File: config.mk
export PLATFORM = sky130hd
export DESIGN_NAME = dpll_core
export DESIGN_NICKNAME = d
export VERILOG_FILES = /design/src/rtl/dpll_core.sv
export SDC_FILE = /design/constraint.sdc
export NUM_CORES = 1
export LEC_CHECK = 0
export ABC_AREA = 1
export BUFFER_PORTS_ARGS = -buffer_cell sky130_fd_sc_hd__buf_2
export CAP_MARGIN = 30
export CORE_ASPECT_RATIO = 1.1
export CORE_MARGIN = 2
export CORE_UTILIZATION = 30
export DETAILED_ROUTE_END_ITERATION = 10
export PLACE_DENSITY = 0.56
export SETUP_SLACK_MARGIN = 0.4
export SLEW_MARGIN = 25
export SYNTH_ARGS = -nofsm -noshare
export SYNTH_HDL_FRONTEND = slang
export SYNTH_SLANG_ARGS = --single-unit
File: constraint.sdc
create_clock -name clk -period 12.82 [get_ports clk]
set_input_delay 1.923 -clock clk [delete_from_list [all_inputs] [get_ports clk]]
set_output_delay 1.923 -clock clk [all_outputs]
set_load 0.01 [all_outputs]
File: src/rtl/dpll_core.sv
module dpll_core #(
  parameter int PW = 24,
  parameter int DW = 12,
  parameter int SW = 5,
  parameter int CW = 8
) (
  input  logic          clk,
  input  logic          rst,
  input  logic          ref_edge,
  input  logic [DW-1:0] ref_div,
  input  logic [PW-1:0] nom_word,
  input  logic [SW-1:0] kp_shift,
  input  logic [SW-1:0] ki_shift,
  input  logic [PW-1:0] lock_thresh,
  input  logic [CW-1:0] lock_count,
  output logic [PW-1:0] phase,
  output logic          clk_out,
  output logic          locked
);
  localparam int EW = PW + 1;
  localparam logic signed [EW-1:0] IMAX = {2'b00, {(PW-1){1'b1}}};
  localparam logic signed [EW-1:0] IMIN = {2'b11, {(PW-1){1'b0}}};

  logic [DW-1:0] rcnt, rlast;
  logic [PW-1:0] tune;
  logic [CW-1:0] lcnt, lneed;
  logic signed [EW-1:0] err, integ, isum, inext, pterm, filt;
  logic [EW-1:0] err_abs;
  logic cmp, in_win;

  assign rlast   = (ref_div == '0) ? '0 : ref_div - 1'b1;
  assign cmp     = ref_edge && (rcnt >= rlast);
  assign err     = -$signed({phase[PW-1], phase});
  assign err_abs = err[EW-1] ? -err : err;
  assign pterm   = err >>> kp_shift;
  assign isum    = integ + (err >>> ki_shift);
  assign inext   = (isum > IMAX) ? IMAX : (isum < IMIN) ? IMIN : isum;
  assign filt    = inext + pterm;
  assign in_win  = err_abs < {1'b0, lock_thresh};
  assign lneed   = (lock_count == '0) ? CW'(1) : lock_count;
  assign clk_out = phase[PW-1];

  always_ff @(posedge clk) begin
    if (rst) begin
      phase  <= '0;
      tune   <= nom_word;
      integ  <= '0;
      rcnt   <= '0;
      lcnt   <= '0;
      locked <= 1'b0;
    end else begin
      phase <= phase + tune;
      if (ref_edge) rcnt <= cmp ? '0 : rcnt + 1'b1;
      if (cmp) begin
        integ <= inext;
        tune  <= nom_word + filt[PW-1:0];
        if (in_win) begin
          if (lcnt != '1) lcnt <= lcnt + 1'b1;
          if (({1'b0, lcnt} + 1'b1) >= {1'b0, lneed}) locked <= 1'b1;
        end else begin
          lcnt   <= '0;
          locked <= 1'b0;
        end
      end
    end
  end
endmodule

Word level (Yosys, flattened, before mapping)

Cells that the tools add are included.

Memory bits (writable): 0
Memories: 0
Bits in registers: 94
Bits in read-only memories: 0
Output and inout bits: 26
Logic and storage cells: 44
Input port bits: 81
Latch bits: 0

Equal/unequal tests: 3
Divide/modulo/power cells: 0
Reduce and logical (&&, ||, !) cells: 6
Add/subtract/negate cells: 10
Bitwise gates (word level): 0
Shift-type cells: 2
Multiplexer cells: 12
$lt $le $gt $ge: 5
Multiply operators: 0

Operator list:

| operator              | count |
|---|---|
| $mux 25               | 3 |
| $add 24x24->24        | 3 |
| $mux 24               | 2 |
| $add 25x25->25        | 1 |
| $gt 25x24->1 const B  | 1 |
| $lt 25x24->1          | 1 |
| $lt 25x24->1 const B  | 1 |
| $neg 24->25           | 1 |
| $neg 25->25           | 1 |
| $sshr 25x5->24        | 1 |
| $sshr 25x5->25        | 1 |
| $mux 12               | 2 |
| $mux 8                | 3 |
| $add 12x1->12 const B | 1 |
| $ge 12x12->1          | 1 |
| $logic_not 12->1      | 1 |
| $sub 12x1->12 const B | 1 |
| $add 8x1->9 const B   | 1 |
| $ge 9x8->1            | 1 |
| $add 8x1->8 const B   | 1 |
| $logic_not 8->1       | 1 |
| $ne 8x8->1 const B    | 1 |
| $ne 2x1->1 const B    | 2 |
| $reduce_and 2->1      | 2 |
| 3 further kinds       | 4 |

Logic depth before layout (Yosys ltp)

Gate-level depths: netlist of run 1.

Word-level depth: 10
Depth in mapped cells: 51
Gate-level depth less buffers: 50

Least setup slack after synthesis of run 1

OpenSTA, ideal clock, no wires.

Path type: in2reg
From: input port ki_shift[0]
To: register tune[17], data pin
Arrival time: 7.127 ns
Path slack: 5.428 ns
Required time: 12.555 ns
Library setup time: 0.265 ns
Stages: 41
Path buffers: 3
Cell sequence: clkbuf_1 > inv_1 > clkbuf_1 > nand2_1 > o21ai_0 > nor2_1 > a21oi_1 > a21oi_1 > o21ai_0 > o21ai_0 > o21ai_1 > ha_1 > fa_1 > nand2_1 > nand2_1 > nand2_1 > o21ai_1 > nand2_1 > [... 5 more ...] > buf_6 > o21ai_1 > fa_1 > inv_1 > ha_1 > inv_1 > fa_1 > inv_1 > nand2_1 > o21ai_0 > a21oi_1 > inv_1 > a21oi_1 > o21ai_0 > nand2_1 > and3_1 > o21ai_0 > o21ai_0

Word-level cells in the longest chain between the ends: 9
Elaborated cells between the ends (all ways): 10
Classes of those cells: add/sub: 3; order compare: 2; shift: 1; mux: 4

Ends and longest elaborated chain:

| item                   | RTL line | RTL |
|---|---|---|
| start: declaration     | 13       | `input logic [SW-1:0] ki_shift,` |
| $sshr 25x5->25 *       | 36       | `assign isum = integ + (err >>> ki_shift);` |
| $add 25x25->25 *       | 36       |  |
| $lt 25x24->1           | 37       | `assign inext = (isum > IMAX) ? IMAX : (isum < IMIN) ? IMIN : isum;` |
| $mux 25                | 37       |  |
| $mux 25 *              | 37       |  |
| $add 24x24->24 *       | 38       | `assign filt = inext + pterm;` |
| $add 24x24->24 *       | 56       | `tune <= nom_word + filt[PW-1:0];` |
| $mux 24 *              | 54       | `if (cmp) begin` |
| $mux 24 *              | 44       | `if (rst) begin` |
| end signal: assignment | 46       | `tune <= nom_word;` |
| end signal: assignment | 56       |  |
| end: declaration       | 25       | `logic [PW-1:0] tune;` |

Every way passes the cells marked *; elsewhere a longest branch is shown, timed or not. The select of a mux whose other input is x is not followed.
A chain may end at the register's enable or synchronous reset.

Final worst setup path of run 1

From: register phase[0]
To: register tune[17], data pin

Word-level cells in the longest chain between the ends: 10
Elaborated cells between the ends (all ways): 12
Classes of those cells: add/sub: 4; order compare: 2; shift: 2; mux: 4

Ends and longest elaborated chain:

| item                     | RTL line | RTL |
|---|---|---|
| start: declaration       | 16       | `output logic [PW-1:0] phase,` |
| start signal: assignment | 52       | `phase <= phase + tune;` |
| $neg 24->25 *            | 33       | `assign err = -$signed({phase[PW-1], phase});` |
| $sshr 25x5->25           | 36       |  |
| $add 25x25->25           | 36       |  |
| $lt 25x24->1             | 37       |  |
| $mux 25 (2 in a row)     | 37       |  |
| $add 24x24->24 *         | 38       |  |
| $add 24x24->24 *         | 56       |  |
| $mux 24 *                | 54       |  |
| $mux 24 *                | 44       |  |

Marks and branches as above.

==> metrics.txt, run 1 <==
# TYPE chip_impl_metric gauge
chip_impl_metric{name="grtUsageMet2",unit=""} 0.348
chip_impl_metric{name="simple_gate_share_of_the_synthesized_area",unit=""} 0.338
chip_impl_metric{name="critical_path.max_stage_delay",unit="ns"} 0.76
chip_impl_metric{name="ys_async_sr_fraction",unit=""} 0
chip_impl_info{name="cpMostUsedCell",value="sky130_fd_sc_hd__inv_1"} 1
chip_impl_metric{name="timing.hold.worst_path_depth",unit=""} 2
chip_impl_metric{name="cts.reportedPaths.clkPinSlew",unit="ns"} 0.07
chip_impl_metric{name="die_h",unit="um"} 221
chip_impl_metric{name="irDropWorstVdd",unit="mV"} 0.0851
chip_impl_metric{name="yosys-mux-area-fraction",unit=""} 0
chip_impl_metric{name="cp.arrival",unit="ns"} 8.69
chip_impl_metric{name="ys_seq_elements",unit=""} 94
chip_impl_metric{name="cts_buffers",unit=""} 9
chip_impl_metric{name="yosysSeqAreaShare",unit=""} 0.166
chip_impl_info{name="netlist_top_cells_count",value="568 x sky130_fd_sc_hd__nand2_1, 265 x sky130_fd_sc_hd__inv_1, 174 x sky130_fd_sc_hd__nand3_1, 168 x sky130_fd_sc_hd__a21oi_1, 134 x sky130_fd_sc_hd__o21ai_0"} 1
chip_impl_metric{name="synth_largest_type_area_fraction",unit=""} 0.167
chip_impl_metric{name="crit_buf_inv",unit=""} 9
chip_impl_metric{name="global_route_wire_length_before_repair",unit="um"} 70100
chip_impl_metric{name="netlist_area_pre_place",unit="sq um"} 12800
chip_impl_metric{name="fin_crit",unit="ns"} 8.60
chip_impl_metric{name="grt_antenna_before_repair",unit=""} 2
chip_impl_metric{name="routed_wire_length_per_instance",unit="um"} 16.4
chip_impl_metric{name="max_clock_freq",unit="MHz"} 116
chip_impl_info{name="synth_top_cell_by_area",value="sky130_fd_sc_hd__nand2_1"} 1
chip_impl_metric{name="num_io_pins",unit=""} 107
chip_impl_info{name="globalRoute.busiestLayer",value="met2"} 1
chip_impl_info{name="endpoint_kind",value="flop"} 1
chip_impl_metric{name="critPathRequiredTime",unit="ns"} 12.91
chip_impl_metric{name="post_synthesis_xor_xnor_area_fraction",unit=""} 0.0470
chip_impl_metric{name="worst-slew-pin-transition",unit="ns"} 0.887
chip_impl_metric{name="number_of_distinct_library_cells_after_synthesis",unit=""} 58
chip_impl_metric{name="power_after_layout",unit="uW"} 3360
chip_impl_metric{name="drt_drc_violations_left",unit=""} 0
chip_impl_metric{name="timing.critical_path.fanout_max",unit=""} 23
chip_impl_info{name="rsz0062_at_grt",value="false"} 1
chip_impl_info{name="ys_dominant_reg_cell",value="sky130_fd_sc_hd__dfxtp_1"} 1
chip_impl_info{name="cpLargestDelayFamily",value="simple AND/OR/NAND/NOR gates"} 1
chip_impl_metric{name="cts.repair.resized",unit=""} 0
chip_impl_metric{name="initialDrtViolationCount",unit=""} 967
chip_impl_metric{name="post_route_cells_drive_above_1_share",unit=""} 0.101
chip_impl_info{name="cts_tree",value="built"} 1
chip_impl_info{name="timing.hold.worst.class",value="reg -> reg"} 1
chip_impl_metric{name="timing.final.hold_violations",unit=""} 0
chip_impl_info{name="holdCritStartpoint",value="integ[0]"} 1
chip_impl_metric{name="routabilityCongestion",unit=""} 0.930
chip_impl_info{name="min_to",value="integ[0]"} 1
chip_impl_metric{name="synth_enable_flop_cells",unit=""} 24
chip_impl_metric{name="row_count",unit=""} 79
chip_impl_metric{name="synth-compound-area-share",unit=""} 0.190
chip_impl_metric{name="yosysWarnings",unit=""} 0
chip_impl_metric{name="syn_nets",unit=""} 2297
chip_impl_metric{name="io_buffers",unit=""} 106
chip_impl_metric{name="area_growth_syn_to_layout",unit="%"} 9.98
chip_impl_metric{name="core-area",unit="sq um"} 42200
chip_impl_metric{name="final_net_count",unit=""} 2355
chip_impl_metric{name="post-route-period-util",unit=""} 0.671
chip_impl_metric{name="worst_case_reg_to_reg_path_depth",unit=""} 37
chip_impl_metric{name="met1_routing_resource_usage_after_global_routing",unit=""} 0.257
chip_impl_metric{name="slew_violations",unit=""} 0
chip_impl_metric{name="first_global_vias",unit=""} 13000
chip_impl_info{name="largest_family_of_logic_cells_by_synthesized_area",value="simple AND/OR/NAND/NOR gates"} 1
chip_impl_info{name="criticalPathCategory",value="reg -> reg"} 1
chip_impl_metric{name="clk-insertion-delay-late",unit="ns"} 0.36
chip_impl_metric{name="wirelength",unit="um"} 44200
chip_impl_metric{name="hold_buffers",unit=""} 0
chip_impl_info{name="synth_most_common_cell",value="sky130_fd_sc_hd__nand2_1"} 1
chip_impl_metric{name="ant_nets",unit=""} 0
chip_impl_metric{name="max-slew-margin-rel",unit=""} 0.408
chip_impl_metric{name="maxCapViolCount",unit=""} 0
chip_impl_metric{name="syn-instance-count",unit=""} 2073
chip_impl_metric{name="globalRouteOverflowTotal",unit=""} 0
chip_impl_metric{name="tritoncts_num_sinks",unit=""} 94
chip_impl_metric{name="maximum_number_of_pins_on_one_net_before_global_route_repair",unit=""} 53
chip_impl_info{name="cp-start-kind",value="flop"} 1
chip_impl_metric{name="clock_path_buffers",unit=""} 2
chip_impl_info{name="ys_top_cells_by_area",value="sky130_fd_sc_hd__nand2_1 17%, sky130_fd_sc_hd__ha_1 11%, sky130_fd_sc_hd__dfxtp_1 11%, sky130_fd_sc_hd__inv_1 7.8%, sky130_fd_sc_hd__nand3_1 6.8%"} 1
chip_impl_metric{name="fillCellCount",unit=""} 4685
chip_impl_info{name="cts-root-buf",value="sky130_fd_sc_hd__clkbuf_16"} 1
chip_impl_metric{name="dpl.hpwl",unit="um"} 36700
chip_impl_info{name="r2r-end",value="tune[17]"} 1
chip_impl_info{name="crit_path_top_delay_cell",value="sky130_fd_sc_hd__nor2_1"} 1
chip_impl_metric{name="synthAdderAreaFrac",unit=""} 0.155
chip_impl_info{name="launch_point_of_the_worst_reg_to_reg_path",value="phase[0]"} 1
chip_impl_metric{name="fin_worst_skew",unit="ns"} 0.0117
chip_impl_metric{name="die_width",unit="um"} 201
chip_impl_info{name="run_status",value="finished, final reports clean"} 1
chip_impl_metric{name="reg2reg_slack",unit="ns"} 4.22
chip_impl_metric{name="powerDensity",unit="nW/um^2"} 239
chip_impl_metric{name="drtPass1Iterations",unit=""} 5
chip_impl_metric{name="met3_usage_in_global_routing",unit=""} 0.0233
chip_impl_metric{name="leakagePower",unit="uW"} 0.00725
chip_impl_metric{name="post-cts-setup-buffers",unit=""} 0
chip_impl_metric{name="mean_syn_cell_area",unit="sq um"} 6.17
chip_impl_metric{name="grt_usage",unit=""} 0.199
chip_impl_metric{name="timing.final.setup_violations",unit=""} 0
chip_impl_metric{name="drt-vias-per-instance",unit=""} 5.06
chip_impl_metric{name="h_tree_depth",unit=""} 3
chip_impl_metric{name="routed-via-count",unit=""} 13700
chip_impl_metric{name="dieArea",unit="sq um"} 44300
chip_impl_metric{name="start_util",unit=""} 0.303
chip_impl_metric{name="fin_setup_tns",unit="ns"} 0
[worst reg2reg max path, delay by kind of cell, from the launching register on]
family	cells	cell delay (ns)
XOR/XNOR	1	0.40
adder cells (fa/ha/maj)	5	1.67
buffers and inverters	9	1.35
AND/OR/NAND/NOR	14	2.99
AO/OA/AOI/OAI	8	1.53
flip-flops	1	0.40
[worst max-delay path by stage]
stage | startpoint | end | depth (start not counted)
2_1_floorplan | ki_shift[0] | tune[17] | 41
3_3_place_gp | ki_shift[0] | tune[17] | 35
3_5_place_dp | ki_shift[0] | tune[17] | 35
4_1_cts | phase[0] | tune[17] | 37
5_1_grt | phase[0] | tune[17] | 37
6_report | phase[0] | tune[17] | 37
[per-layer routing]
metal / part of all wire / up-vias
met5: 0.00061 / -
met1: 0.45 / 6205
li1: - / 6952
met4: 0.032 / 4
met3: 0.050 / 79
met2: 0.47 / 431
[cell usage in the layout, fill, tap and decap left out, types with 21 or more instances in the layout]
cell / Yosys / layout
sky130_fd_sc_hd__buf_2: 9 / 106
sky130_fd_sc_hd__fa_1: 26 / 26
sky130_fd_sc_hd__o21ai_0: 134 / 134
sky130_fd_sc_hd__nand3_1: 174 / 174
sky130_fd_sc_hd__nor2_1: 119 / 118
sky130_fd_sc_hd__a21oi_1: 168 / 168
sky130_fd_sc_hd__inv_1: 265 / 265
sky130_fd_sc_hd__nor3_1: 21 / 21
sky130_fd_sc_hd__edfxtp_1: 24 / 24
sky130_fd_sc_hd__nand2_1: 568 / 568
sky130_fd_sc_hd__nand4_1: 22 / 22
sky130_fd_sc_hd__ha_1: 117 / 117
sky130_fd_sc_hd__dfxtp_1: 70 / 70
sky130_fd_sc_hd__xor2_1: 53 / 53
sky130_fd_sc_hd__o21ai_1: 60 / 60
[cells by family (layout without fill, tap and decap cells)]
| family | Yosys count | count (layout) |
|---|---|---|
| and+or+nand+nor | 983 | 983 |
| AOI/OAI and AO/OA | 441 | 441 |
| buffers and inverters | 345 | 408 |
| adders and majority gates | 143 | 143 |
| DFF | 94 | 94 |
| xor gates and xnor gates | 67 | 67 |
| other | 0 | 1 |
[layout make-up]
type,count,area [sq um],share of cell area
Inverter,283,1060,0.0755
Tap cell,567,709,0.0504
Multi-Input combinational cell,1634,9350,0.664
Sequential cell,94,2120,0.151
Clock inverter,6,51.3,0.00364
Timing Repair Buffer,109,553,0.0393
Antenna cell,1,2.50,0.000178
Clock buffer,10,229,0.0163
[state kept, by name, summed over array words and instances (netlist names)]
name	count
lcnt	8
tune	24
locked	1
rcnt	12
phase	24
integ	25
[through the flow]
step	util	std cells	instance area (sq um)	setup slack [ns]	hold slack, ns
after detailed placement	0.327	2687	13800	3.91	0.467
after global routing	0.333	2703	14100	3.42	0.504
final	0.334	2704	14100	4.22	0.476
after global placement	0.327	2687	13800	4.05	0.466
after CTS	0.333	2703	14100	4.24	0.477
after floorplan	-	2073	12800	5.43	0.425
[report_power, final]
part	leakage (uW)	switching [uW]	internal, uW
Clock	0.000142	128	136
Combinational	0.00630	1710	868
Sequential	0.000808	119	401
No activity file was read; power rests on OpenSTA's default activity.
==> run 2: changes to the inputs <==
Settings changed: PLACE_DENSITY 0.56 to 0.57.
Clock period 12.82 ns to 7.8 ns, I/O delays scaled along.
==> run 2 against run 1 <==
Register-to-register slack worse by 3.3 ns. Fmax is 25% higher. Via count is 1.2% higher. Critical path type unchanged. Highest routed layer unchanged.
==> metrics.txt, run 2 (synthesis results as in run 1) <==
# TYPE chip_impl_metric gauge
chip_impl_metric{name="timing.critical_path.fanout_max",unit=""} 6
chip_impl_metric{name="final_area",unit="sq um"} 14500
chip_impl_metric{name="die_width",unit="um"} 201
chip_impl_metric{name="routed-via-count",unit=""} 13800
chip_impl_metric{name="drt_drc_violations_left",unit=""} 0
chip_impl_metric{name="cts_buffers",unit=""} 9
chip_impl_metric{name="routed_wire_length_per_instance",unit="um"} 16.0
chip_impl_info{name="most_frequent_standard_cell_in_the_layout_excluding_fill_and_tap_cells",value="sky130_fd_sc_hd__nand2_1"} 1
chip_impl_metric{name="placedInstanceArea",unit="sq um"} 13900
chip_impl_metric{name="cell_internal_pwr",unit="uW"} 2440
chip_impl_metric{name="dpl.hpwl",unit="um"} 36200
chip_impl_metric{name="num_io_pins",unit=""} 107
chip_impl_metric{name="drt-vias-per-instance",unit=""} 5.07
chip_impl_info{name="run_status",value="finished, final reports clean"} 1
chip_impl_info{name="r2r-end",value="tune[23]"} 1
chip_impl_metric{name="grt_usage",unit=""} 0.191
chip_impl_metric{name="maximum_number_of_pins_on_one_net_before_global_route_repair",unit=""} 54
chip_impl_metric{name="power.share.switching",unit=""} 0.572
chip_impl_metric{name="drtPass1Iterations",unit=""} 6
chip_impl_metric{name="powerDensity",unit="nW/um^2"} 393
chip_impl_info{name="endpoint_kind",value="flop"} 1
chip_impl_metric{name="power_frac_clock",unit=""} 0.082
chip_impl_info{name="timing.critical_path.to",value="tune[23]"} 1
chip_impl_metric{name="global_route_wire_length_before_repair",unit="um"} 67100
chip_impl_info{name="crit_path_top_delay_cell",value="sky130_fd_sc_hd__fa_1"} 1
chip_impl_info{name="largestRegisters",value="integ (25), phase (24), tune (24)"} 1
chip_impl_metric{name="post-route-period-util",unit=""} 0.880
chip_impl_metric{name="die_h",unit="um"} 221
chip_impl_metric{name="clk-insertion-delay-late",unit="ns"} 0.36
chip_impl_metric{name="comb_power_share",unit=""} 0.769
chip_impl_metric{name="number_of_cells_in_the_finished_layout_apart_from_fillers",unit=""} 2728
chip_impl_metric{name="cp.arrival",unit="ns"} 6.97
chip_impl_metric{name="first_global_vias",unit=""} 12700
chip_impl_metric{name="hold_buffers",unit=""} 0
chip_impl_info{name="criticalPathCategory",value="reg -> reg"} 1
chip_impl_metric{name="core-area",unit="sq um"} 42200
chip_impl_metric{name="max-slew-margin-rel",unit=""} 0.435
chip_impl_metric{name="worst-slew-pin-transition",unit="ns"} 0.847
chip_impl_metric{name="timing.final.hold_violations",unit=""} 0
chip_impl_info{name="timing.hold.worst.class",value="reg -> reg"} 1
chip_impl_metric{name="reg2reg_slack",unit="ns"} 0.94
chip_impl_metric{name="irDropWorstVdd",unit="mV"} 0.146
chip_impl_metric{name="wirelength",unit="um"} 43600
chip_impl_metric{name="cts.reportedPaths.clkPinSlew",unit="ns"} 0.07
chip_impl_metric{name="h_tree_depth",unit=""} 3
chip_impl_info{name="cpMostUsedCell",value="sky130_fd_sc_hd__nand2_1"} 1
chip_impl_metric{name="area_taken_by_multi_input_logic_gates",unit="sq um"} 9530
chip_impl_metric{name="critical_path.max_stage_delay",unit="ns"} 0.46
chip_impl_metric{name="fin_worst_skew",unit="ns"} 0.0127
chip_impl_metric{name="final_net_count",unit=""} 2379
chip_impl_metric{name="worst_case_reg_to_reg_path_depth",unit=""} 44
chip_impl_metric{name="slew_violations",unit=""} 0
chip_impl_info{name="cp-start-kind",value="flop"} 1
chip_impl_metric{name="initialDrtViolationCount",unit=""} 1184
chip_impl_metric{name="power_frac_seq",unit=""} 0.149
chip_impl_metric{name="power.net_switching",unit="uW"} 3260
chip_impl_info{name="cts-root-buf",value="sky130_fd_sc_hd__clkbuf_16"} 1
chip_impl_info{name="rsz0062_at_grt",value="false"} 1
chip_impl_metric{name="io_buffers",unit=""} 106
chip_impl_metric{name="regArea",unit="sq um"} 2120
chip_impl_metric{name="leakagePower",unit="uW"} 0.00741
chip_impl_info{name="final_cell_mix",value="562 x sky130_fd_sc_hd__nand2_1, 264 x sky130_fd_sc_hd__inv_1, 173 x sky130_fd_sc_hd__nand3_1"} 1
chip_impl_metric{name="fillCellCount",unit=""} 4649
chip_impl_metric{name="tritoncts_num_sinks",unit=""} 94
chip_impl_metric{name="maxCapViolCount",unit=""} 0
chip_impl_metric{name="timing.final.setup_violations",unit=""} 0
chip_impl_metric{name="row_count",unit=""} 79
chip_impl_metric{name="ant_nets",unit=""} 0
chip_impl_metric{name="fin_crit",unit="ns"} 6.86
chip_impl_metric{name="critPathRequiredTime",unit="ns"} 7.91
chip_impl_info{name="register_containing_the_most_flip_flops_in_the_final_layout",value="integ"} 1
chip_impl_info{name="cts_tree",value="built"} 1
chip_impl_info{name="critical_path.startpoint",value="phase[0]"} 1
chip_impl_metric{name="post-place-cells",unit=""} 2704
chip_impl_metric{name="routabilityCongestion",unit=""} 0.921
chip_impl_metric{name="max_clock_freq",unit="MHz"} 146
chip_impl_info{name="launch_point_of_the_worst_reg_to_reg_path",value="phase[0]"} 1
chip_impl_metric{name="dieArea",unit="sq um"} 44300
chip_impl_metric{name="area_growth_syn_to_layout",unit="%"} 13.1
chip_impl_metric{name="globalRouteOverflowTotal",unit=""} 0
chip_impl_metric{name="fin_setup_tns",unit="ns"} 0
chip_impl_metric{name="clock_path_buffers",unit=""} 2
chip_impl_metric{name="post_route_cells_drive_above_1_share",unit=""} 0.124
chip_impl_metric{name="largest_register_ffs",unit=""} 25
chip_impl_metric{name="timing.hold.ws",unit="ns"} 0.470
chip_impl_metric{name="grt_antenna_before_repair",unit=""} 4
chip_impl_metric{name="start_util",unit=""} 0.303
## run 2: cell type report
cell class,instances,area share
sequential,94,0.147
clock buffer,9,0.0156
inverter,283,0.0737
multi-input combinational,1636,0.658
tap,567,0.0490
timing repair buffer,131,0.0513
antenna,1,0.000173
clock inverter,7,0.00553
## run 2: critical path: cells and delay by family, from the launching register on
kind                     cells  cell delay, ns
flip-flops                   1            0.40
adder cells (fa/ha/maj)      5            1.55
buffers and inverters        6            0.64
AO/OA/AOI/OAI                6            1.13
XOR/XNOR                     1            0.22
AND/OR/NAND/NOR             26            2.66
## run 2: per-layer routing
layer / vias to the layer above / routed length [um] / GRT usage
met4: 6 / 1240 / 0.0602
met5: - / 39 / 0
met1: 6363 / 19800 / 0.247
li1: 6992 / - / -
met2: 402 / 20300 / 0.331
met3: 75 / 2200 / 0.0230
## run 2: worst min-delay path by stage
stage	end	cells past startpoint	from	slack, ns
after floorplan	integ[23]	2	integ[23]	0.43
after global placement	integ[0]	2	integ[0]	0.46
after detailed placement	integ[23]	2	integ[23]	0.46
after CTS	integ[0]	2	integ[0]	0.47
after global routing	integ[0]	2	integ[0]	0.49
final	integ[0]	2	integ[0]	0.47
## run 2: timing repair
item,in CTS,in global routing
setup endpoints to repair,0,16
resized for setup,0,48
setup buffers,0,5
## run 2: power groups by stage
stage          registers, uW  clock network, uW  logic, uW
6_report                 849                465       4380
5_1_grt                  861                488       4930
4_1_cts                  845                473       4240
3_5_place_dp             857                  0       4210
3_3_place_gp             857                  0       4160
2_1_floorplan            778                  0       3110
## run 2: per-stage QoR
step	setup slack (ns)	total power (uW)	util
finish	0.936	5690	0.343
global route	0.375	6280	0.343
CTS	0.464	5550	0.337
detailed placement	0.325	5070	0.330
global placement	0.451	5010	0.330
floorplan	1.16	3890	-
